### config.mk
export PLATFORM = sky130hd
export DESIGN_NAME = seg_page_xlate
export DESIGN_NICKNAME = d
export VERILOG_FILES = /design/src/rtl/xlate_pkg.sv /design/src/rtl/xlate_sram.sv /design/src/rtl/xlate_tlb.sv /design/src/rtl/seg_page_xlate.sv
export SDC_FILE = /design/constraint.sdc
export NUM_CORES = 2
export LEC_CHECK = 0
export CORE_MARGIN = 3
export CORE_UTILIZATION = 48
export CTS_CLUSTER_DIAMETER = 30
export DETAILED_ROUTE_END_ITERATION = 8
export PLACE_DENSITY = 0.59
export REMOVE_ABC_BUFFERS = 1
export SETUP_SLACK_MARGIN = 0.4
export SLEW_MARGIN = 5
export SYNTH_ARGS = -nofsm -noshare
export SYNTH_HDL_FRONTEND = slang
export SYNTH_SLANG_ARGS = --single-unit
### constraint.sdc
create_clock -name clk -period 4.6 [get_ports clk]
set_clock_uncertainty 0.15 [all_clocks]
set_input_delay 0.92 -clock clk [delete_from_list [all_inputs] [get_ports clk]]
set_output_delay 0.92 -clock clk [all_outputs]
set_load 0.01 [all_outputs]
### src/rtl/xlate_pkg.sv
package xlate_pkg;

  typedef enum logic [1:0] {
    RIGHT_RW  = 2'd0,
    RIGHT_RO  = 2'd1,
    RIGHT_XO  = 2'd2,
    RIGHT_SYS = 2'd3
  } rights_t;

  typedef enum logic [1:0] {
    CAUSE_NONE  = 2'd0,
    CAUSE_SEG   = 2'd1,
    CAUSE_RANGE = 2'd2,
    CAUSE_PROT  = 2'd3
  } cause_t;

  // True when the access kind is not allowed by the rights code
  function automatic logic prot_violation(rights_t r, logic wr, logic ex, logic usr);
    case (r)
      RIGHT_RO:  return wr;
      RIGHT_XO:  return !ex;
      RIGHT_SYS: return usr;
      default:   return 1'b0;
    endcase
  endfunction

endpackage

### src/rtl/xlate_sram.sv
module xlate_sram #(
  parameter int DEPTH = 16,
  parameter int DW    = 8,
  localparam int AW   = $clog2(DEPTH)
) (
  input  logic          clk,
  input  logic          we,
  input  logic [AW-1:0] waddr,
  input  logic [DW-1:0] wdata,
  input  logic [AW-1:0] raddr,
  output logic [DW-1:0] rdata
);

  logic [DW-1:0] mem [DEPTH];

  // Synchronous write and registered read, suitable for block RAM
  always_ff @(posedge clk) begin
    if (we) mem[waddr] <= wdata;
    rdata <= mem[raddr];
  end

endmodule

### src/rtl/xlate_tlb.sv
module xlate_tlb
  import xlate_pkg::*;
#(
  parameter int ENTRIES = 4,
  parameter int KEY_W   = 12,
  parameter int BLK_W   = 12,
  localparam int PTR_W  = (ENTRIES > 1) ? $clog2(ENTRIES) : 1
) (
  input  logic             clk,
  input  logic             rst,
  input  logic             flush,
  input  logic [KEY_W-1:0] look_key,
  output logic             hit,
  output logic [BLK_W-1:0] hit_blk,
  output rights_t          hit_rights,
  input  logic             ins_en,
  input  logic [KEY_W-1:0] ins_key,
  input  logic [BLK_W-1:0] ins_blk,
  input  rights_t          ins_rights
);

  logic [ENTRIES-1:0] vld;
  logic [ENTRIES-1:0] match;
  logic [KEY_W-1:0]   key_q    [ENTRIES];
  logic [BLK_W-1:0]   blk_q    [ENTRIES];
  rights_t            rights_q [ENTRIES];
  logic [PTR_W-1:0]   ptr;

  for (genvar g = 0; g < ENTRIES; g++) begin : g_cmp
    assign match[g] = vld[g] && (key_q[g] == look_key);
  end

  assign hit = |match;

  always_comb begin
    hit_blk    = '0;
    hit_rights = RIGHT_RW;
    for (int i = 0; i < ENTRIES; i++) begin
      if (match[i]) begin
        hit_blk    = blk_q[i];
        hit_rights = rights_q[i];
      end
    end
  end

  // Valid bits and replacement pointer; emptying wins over filling
  always_ff @(posedge clk) begin
    if (rst || flush) begin
      vld <= '0;
      ptr <= '0;
    end else if (ins_en) begin
      vld[ptr] <= 1'b1;
      ptr      <= (ptr == PTR_W'(ENTRIES - 1)) ? '0 : ptr + 1'b1;
    end
  end

  always_ff @(posedge clk) begin
    if (ins_en) begin
      key_q[ptr]    <= ins_key;
      blk_q[ptr]    <= ins_blk;
      rights_q[ptr] <= ins_rights;
    end
  end

endmodule

### src/rtl/seg_page_xlate.sv
module seg_page_xlate
  import xlate_pkg::*;
#(
  parameter int SEG_W       = 4,
  parameter int PAGE_W      = 8,
  parameter int WORD_W      = 8,
  parameter int BLK_W       = 12,
  parameter int TLB_ENTRIES = 4,
  localparam int LA_W   = SEG_W + PAGE_W + WORD_W,
  localparam int PA_W   = BLK_W + WORD_W,
  localparam int SEGS   = 1 << SEG_W,
  localparam int PT_DEP = 1 << PAGE_W,
  localparam int SEGE_W = 2 * PAGE_W + 3,
  localparam int CFG_AW = (SEG_W > PAGE_W) ? SEG_W : PAGE_W,
  localparam int CFG_W  = (SEGE_W > BLK_W) ? SEGE_W : BLK_W
) (
  input  logic              clk,
  input  logic              rst,
  input  logic              cfg_we,
  input  logic              cfg_page_sel,
  input  logic [CFG_AW-1:0] cfg_addr,
  input  logic [CFG_W-1:0]  cfg_wdata,
  input  logic              req_valid,
  output logic              req_ready,
  input  logic [LA_W-1:0]   req_laddr,
  input  logic              req_write,
  input  logic              req_exec,
  input  logic              req_user,
  output logic              rsp_valid,
  output logic              rsp_fault,
  output logic [1:0]        rsp_cause,
  output logic [PA_W-1:0]   rsp_paddr
);

  typedef enum logic [1:0] {ST_IDLE, ST_SEG, ST_PAGE} st_t;

  st_t st;

  logic [SEG_W-1:0]  req_seg;
  logic [PAGE_W-1:0] req_page;
  logic [WORD_W-1:0] req_word;
  assign req_seg  = req_laddr[LA_W-1 -: SEG_W];
  assign req_page = req_laddr[WORD_W+PAGE_W-1 -: PAGE_W];
  assign req_word = req_laddr[WORD_W-1:0];

  logic [SEG_W-1:0]  seg_q;
  logic [PAGE_W-1:0] page_q;
  logic [WORD_W-1:0] word_q;
  logic              wr_q, ex_q, usr_q, stale_q;
  cause_t            flt_q;
  rights_t           rights_q;

  logic accept;
  assign req_ready = (st == ST_IDLE);
  assign accept    = req_valid && req_ready;

  // Segment descriptor table
  logic [SEGE_W-1:0] seg_rd;
  xlate_sram #(.DEPTH(SEGS), .DW(SEGE_W)) seg_tbl_i (
    .clk   (clk),
    .we    (cfg_we && !cfg_page_sel),
    .waddr (cfg_addr[SEG_W-1:0]),
    .wdata (cfg_wdata[SEGE_W-1:0]),
    .raddr (req_seg),
    .rdata (seg_rd)
  );

  logic [PAGE_W-1:0] d_base, d_last;
  logic              d_valid;
  rights_t           d_rights;
  assign d_base   = seg_rd[PAGE_W-1:0];
  assign d_last   = seg_rd[2*PAGE_W-1:PAGE_W];
  assign d_rights = rights_t'(seg_rd[2*PAGE_W+1:2*PAGE_W]);
  assign d_valid  = seg_rd[2*PAGE_W+2];

  // Page table of block numbers, indexed by base plus page
  logic [PAGE_W-1:0] pt_idx;
  logic [BLK_W-1:0]  pt_rd;
  assign pt_idx = d_base + page_q;

  xlate_sram #(.DEPTH(PT_DEP), .DW(BLK_W)) page_tbl_i (
    .clk   (clk),
    .we    (cfg_we && cfg_page_sel),
    .waddr (cfg_addr[PAGE_W-1:0]),
    .wdata (cfg_wdata[BLK_W-1:0]),
    .raddr (pt_idx),
    .rdata (pt_rd)
  );

  // Lookaside buffer
  logic              tlb_raw_hit, tlb_hit, ins_en;
  logic [BLK_W-1:0]  tlb_blk;
  rights_t           tlb_rights;
  assign tlb_hit = tlb_raw_hit && !cfg_we;
  assign ins_en  = (st == ST_PAGE) && (flt_q == CAUSE_NONE) && !stale_q && !cfg_we;

  xlate_tlb #(.ENTRIES(TLB_ENTRIES), .KEY_W(SEG_W + PAGE_W), .BLK_W(BLK_W)) tlb_i (
    .clk        (clk),
    .rst        (rst),
    .flush      (cfg_we),
    .look_key   ({req_seg, req_page}),
    .hit        (tlb_raw_hit),
    .hit_blk    (tlb_blk),
    .hit_rights (tlb_rights),
    .ins_en     (ins_en),
    .ins_key    ({seg_q, page_q}),
    .ins_blk    (pt_rd),
    .ins_rights (rights_q)
  );

  logic   hit_prot, walk_prot;
  cause_t walk_cause;
  assign hit_prot   = prot_violation(tlb_rights, req_write, req_exec, req_user);
  assign walk_prot  = prot_violation(rights_q, wr_q, ex_q, usr_q);
  assign walk_cause = (flt_q != CAUSE_NONE) ? flt_q :
                      walk_prot ? CAUSE_PROT : CAUSE_NONE;

  // A table write during a walk keeps its result out of the buffer
  always_ff @(posedge clk) begin
    if (rst)         stale_q <= 1'b0;
    else if (accept) stale_q <= cfg_we;
    else             stale_q <= stale_q || cfg_we;
  end

  always_ff @(posedge clk) begin
    if (rst) begin
      st        <= ST_IDLE;
      rsp_valid <= 1'b0;
      rsp_fault <= 1'b0;
      rsp_cause <= CAUSE_NONE;
      rsp_paddr <= '0;
      seg_q     <= '0;
      page_q    <= '0;
      word_q    <= '0;
      wr_q      <= 1'b0;
      ex_q      <= 1'b0;
      usr_q     <= 1'b0;
      flt_q     <= CAUSE_NONE;
      rights_q  <= RIGHT_RW;
    end else begin
      rsp_valid <= 1'b0;
      case (st)
        ST_IDLE: begin
          if (accept) begin
            seg_q  <= req_seg;
            page_q <= req_page;
            word_q <= req_word;
            wr_q   <= req_write;
            ex_q   <= req_exec;
            usr_q  <= req_user;
            if (tlb_hit) begin
              rsp_valid <= 1'b1;
              rsp_fault <= hit_prot;
              rsp_cause <= hit_prot ? CAUSE_PROT : CAUSE_NONE;
              rsp_paddr <= hit_prot ? '0 : {tlb_blk, req_word};
            end else begin
              st <= ST_SEG;
            end
          end
        end
        ST_SEG: begin
          flt_q    <= !d_valid ? CAUSE_SEG :
                      (page_q > d_last) ? CAUSE_RANGE : CAUSE_NONE;
          rights_q <= d_rights;
          st       <= ST_PAGE;
        end
        default: begin
          rsp_valid <= 1'b1;
          rsp_fault <= (walk_cause != CAUSE_NONE);
          rsp_cause <= walk_cause;
          rsp_paddr <= (walk_cause != CAUSE_NONE) ? '0 : {pt_rd, word_q};
          st        <= ST_IDLE;
        end
      endcase
    end
  end

endmodule

==> results.md <==
* Result of the run: complete, no violations
* GRT Util Overall at 23.6%
* Share of the synthesized area in the top cell type at 75.1%
* Hold depth at 1
* Drt drc at 0
* Drt pass-1 iters at 5
* Synth area leaders: edfxtp_1, mux4_2, mux2i_1, dfxtp_1, nor2_1
* Routed vias/inst at 5.85
* Mean Syn Cell Area at 21.9 µm²
* Setup_tns at 0 ns
* CTS Hold Bufs at 0
* Hold Path Class: input port to register
* CP most frequent cell: mux2i_1
* CP endpoint kind: register
* Multiplexer share of the synthesized area at 19.4%
* Post-route ant nets at 0
* H-tree lvl count at 6
* Die span in y at 545 µm
* Core ar. at 288000 µm²
* Initial DRC Count at 7274
* Worst-margin pin slew at 1.15 ns
* First-pass GRT wire length at 505 mm
* Drt wl/cell at 29.9 µm
* Largest net degree at the start of global routing at 120
* Vias in the first global route at 70800
* Ys async rst share at 0%
* Clk root buf: clkbuf_16
* Top_reg_cell synth: edfxtp_1
* Sequential-to-total area share from yosys stat at 76.4%
* Layout area overhead at 23.3%
* Clk slew on worst S/H paths at 0.05 ns
* Std-Cell Rows at 197
* DP Area at 149000 µm²
* Post-route insts no fill at 11700
* Post-Syn Instances at 6353
* Vias at 68300
* Port Buffers at 79
* Die Area at 297000 µm²
* Initial antenna violation count at 15
* Placed Cells at 10400
* Post-synthesis xor/xnor area fraction at 0.381%
* Design area at 172000 µm²
* Simple-Gate Fraction of Synth Area at 1.70%
* Mapped cell area at 139000 µm²
* Crit path DAT at 4.91 ns
* Placement Setup Slack at -0.00765 ns
* Critical path startpoint category: register
* Final HPWL DP at 202 mm
* # IOs at 80
* Max clock buf depth at 4
* Reg2reg path depth at 11
* Die width at 545 µm
* CTS buffer count at 654
* Max FO, Critical Path at 47
* Max stage delay on crit path at 0.80 ns
* Fin crit period at 4.19 ns
* CTS tree: yes
* Clock sinks at 3571
* Multi-input gate area at 31600 µm²
* Largest area contributor in the netlist: edfxtp_1
* Gr ovfl total at 0
* Final setup violation count at 0
* Initial core utilization at 48.3%
* Final period utilization at 91.0%
* Number of synthesized flops with an enable pin at 3480
* Ys Warns at 0
* Hold slack at 0.228 ns
* Post-Route WL at 349 mm
* Post-route setup slack at 0.412 ns
* Largest family of logic cells by synthesized area: multiplexers
* Complex-gate fraction of the synthesized area at 0.746%
* WP data required at 5.32 ns
* Max Slew Vio Count at 0
* Worst IR Drop VDD at 378 µV
* Worst-Skew Late Latency at 1.04 ns
* # fillers at 20500
* Fmax achieved at 0.239 GHz
* Nets@finish at 7403
* CP cell instances: ha_4 > fa_4 > buf_12 > buf_12 > mux4_2 > mux2i_1 > mux2i_1 > mux2i_1 > mux2i_1 > mux2i_4 > mux2i_1
* Maxcap violations at 0
* RSZ-0062 raised after global routing: yes
* Rel. slew slack at 23.4%
* Leakage at 57.9 nW
* Hold Vio Cnt, Final at 0
* Global placer's final weighted congestion at 0.843
* Max stage delay cell, worst path: fa_4
* Cell variety after synth at 57
* Setup CP Type: register to register
* FF/Latch Area at 106000 µm²
* Post-Synth Adder-Cell Area at 0.185%
* Layout cells sized above 1 at 33.6%
* Pwr Density at 557 nW/µm²
* FF+latch count, synth at 3571
## path summary, 6_finish.rpt
kind	start	end	slack (ns)
max	page_q[0]	page_tbl_i.rdata[10]	0.41
min	cfg_wdata[11]	seg_tbl_i.mem[14][11]	0.23
max reg2reg	page_q[0]	page_tbl_i.rdata[10]	0.41
min reg2reg	seg_tbl_i.rdata[16]	rights_q[0]	0.30
## layout make-up
type	instances	share of cell area, %
inverter	36	0.0787
sequential	3571	61.9
clock inverter	483	3.30
antenna	5	0.00729
tap	3781	2.76
multi-input combinational	2387	18.4
clock buffer	728	9.81
timing repair buffer	678	3.71
## power breakdown
part	total [mW]	switching (mW)	internal (mW)	leakage, nW
Sequential	36.3	0.300	36.0	32.0
Clock	47.9	16.7	31.2	10.8
Combinational	11.4	6.53	4.86	15.1
## sequential cells by signal, summed over array words and instances (netlist names)
signal / flops
tlb_i.blk_q: 48
ex_q: 1
rights_q: 2
seg_q: 4
rsp_fault: 1
tlb_i.vld: 4
tlb_i.ptr: 2
rsp_valid: 1
tlb_i.rights_q: 8
seg_tbl_i.rdata: 19
tlb_i.key_q: 48
page_q: 8
wr_q: 1
flt_q: 2
word_q: 8
page_tbl_i.mem: 3072
page_tbl_i.rdata: 12
st: 2
stale_q: 1
seg_tbl_i.mem: 304
rsp_paddr: 20
usr_q: 1
rsp_cause: 2
## layer usage
metal	GRT usage (%)	share of wire, %
met1	33.2	41
met2	38.2	50
met3	4.24	6.7
met4	6.69	2.3
met5	0	0
## what timing repair did
action                     4_1_cts  5_1_grt
resized for setup               14       13
pin swaps                        1        0
setup endpoints to repair        7        8
setup buffers                    6        0
## kinds of logic (layout without fill, tap and decap cells)
logic type / count (synthesis) / in the layout
DFF: 3571 / 3571
muxes: 1623 / 1623
and+or+nand+nor: 537 / 537
buffers and inverters: 395 / 1925
AOI/OAI and AO/OA: 152 / 152
xor gates and xnor gates: 55 / 55
adders and majority gates: 20 / 20
other: 0 / 5
## stage by stage
step / power (mW) / utilization [%]
global route: 98.5 / 59.5
global placement: 48.2 / 51.6
detailed placement: 48.3 / 51.6
floorplan: 46.6 / -
CTS: 96.4 / 59.5
finish: 95.6 / 59.5
## critical path, delay by kind of cell, from the launching register on
family	cells	cell delay (ns)
mux	7	2.07
fa+ha+maj	2	0.97
buf+inv	2	0.46
flops	1	0.33
## cell usage in the layout, fill, tap and decap left out, types with 14 or more instances in the layout
cell type and instances:
a211oi_2 20, a21o_1 14, a21oi_1 97, buf_12 79, buf_4 520, bufinv_16 81
clkbuf_1 63, clkbuf_16 662, clkdlybuf4s50_1 63, clkinv_1 69, clkinv_16 17, clkinv_2 106
clkinv_4 48, clkinvlp_4 84, dfxtp_1 91, edfxtp_1 3480, ha_1 18, inv_1 36
inv_6 55, mux2i_1 739, mux2i_2 15, mux4_2 863, nand2_1 81, nand3_1 17
nand4_1 48, nor2_1 309, nor2_2 16, xnor2_1 45
## cell usage after synthesis (7+ instances only)
cell type  count
buf_2         96
mux2i_1      759
edfxtp_1    3480
a211oi_2      20
nor2_1       325
a21oi_1       97
dfxtp_1       91
nand4_1       48
a21o_1        14
clkbuf_1     197
buf_1         57
and4_1         7
inv_1         36
nand2_1       82
nor2b_1       13
and2_1         7
mux4_2       863
nand3_1       26
ha_1          19
xnor2_1       49
(Power assumes the default switching activity.)
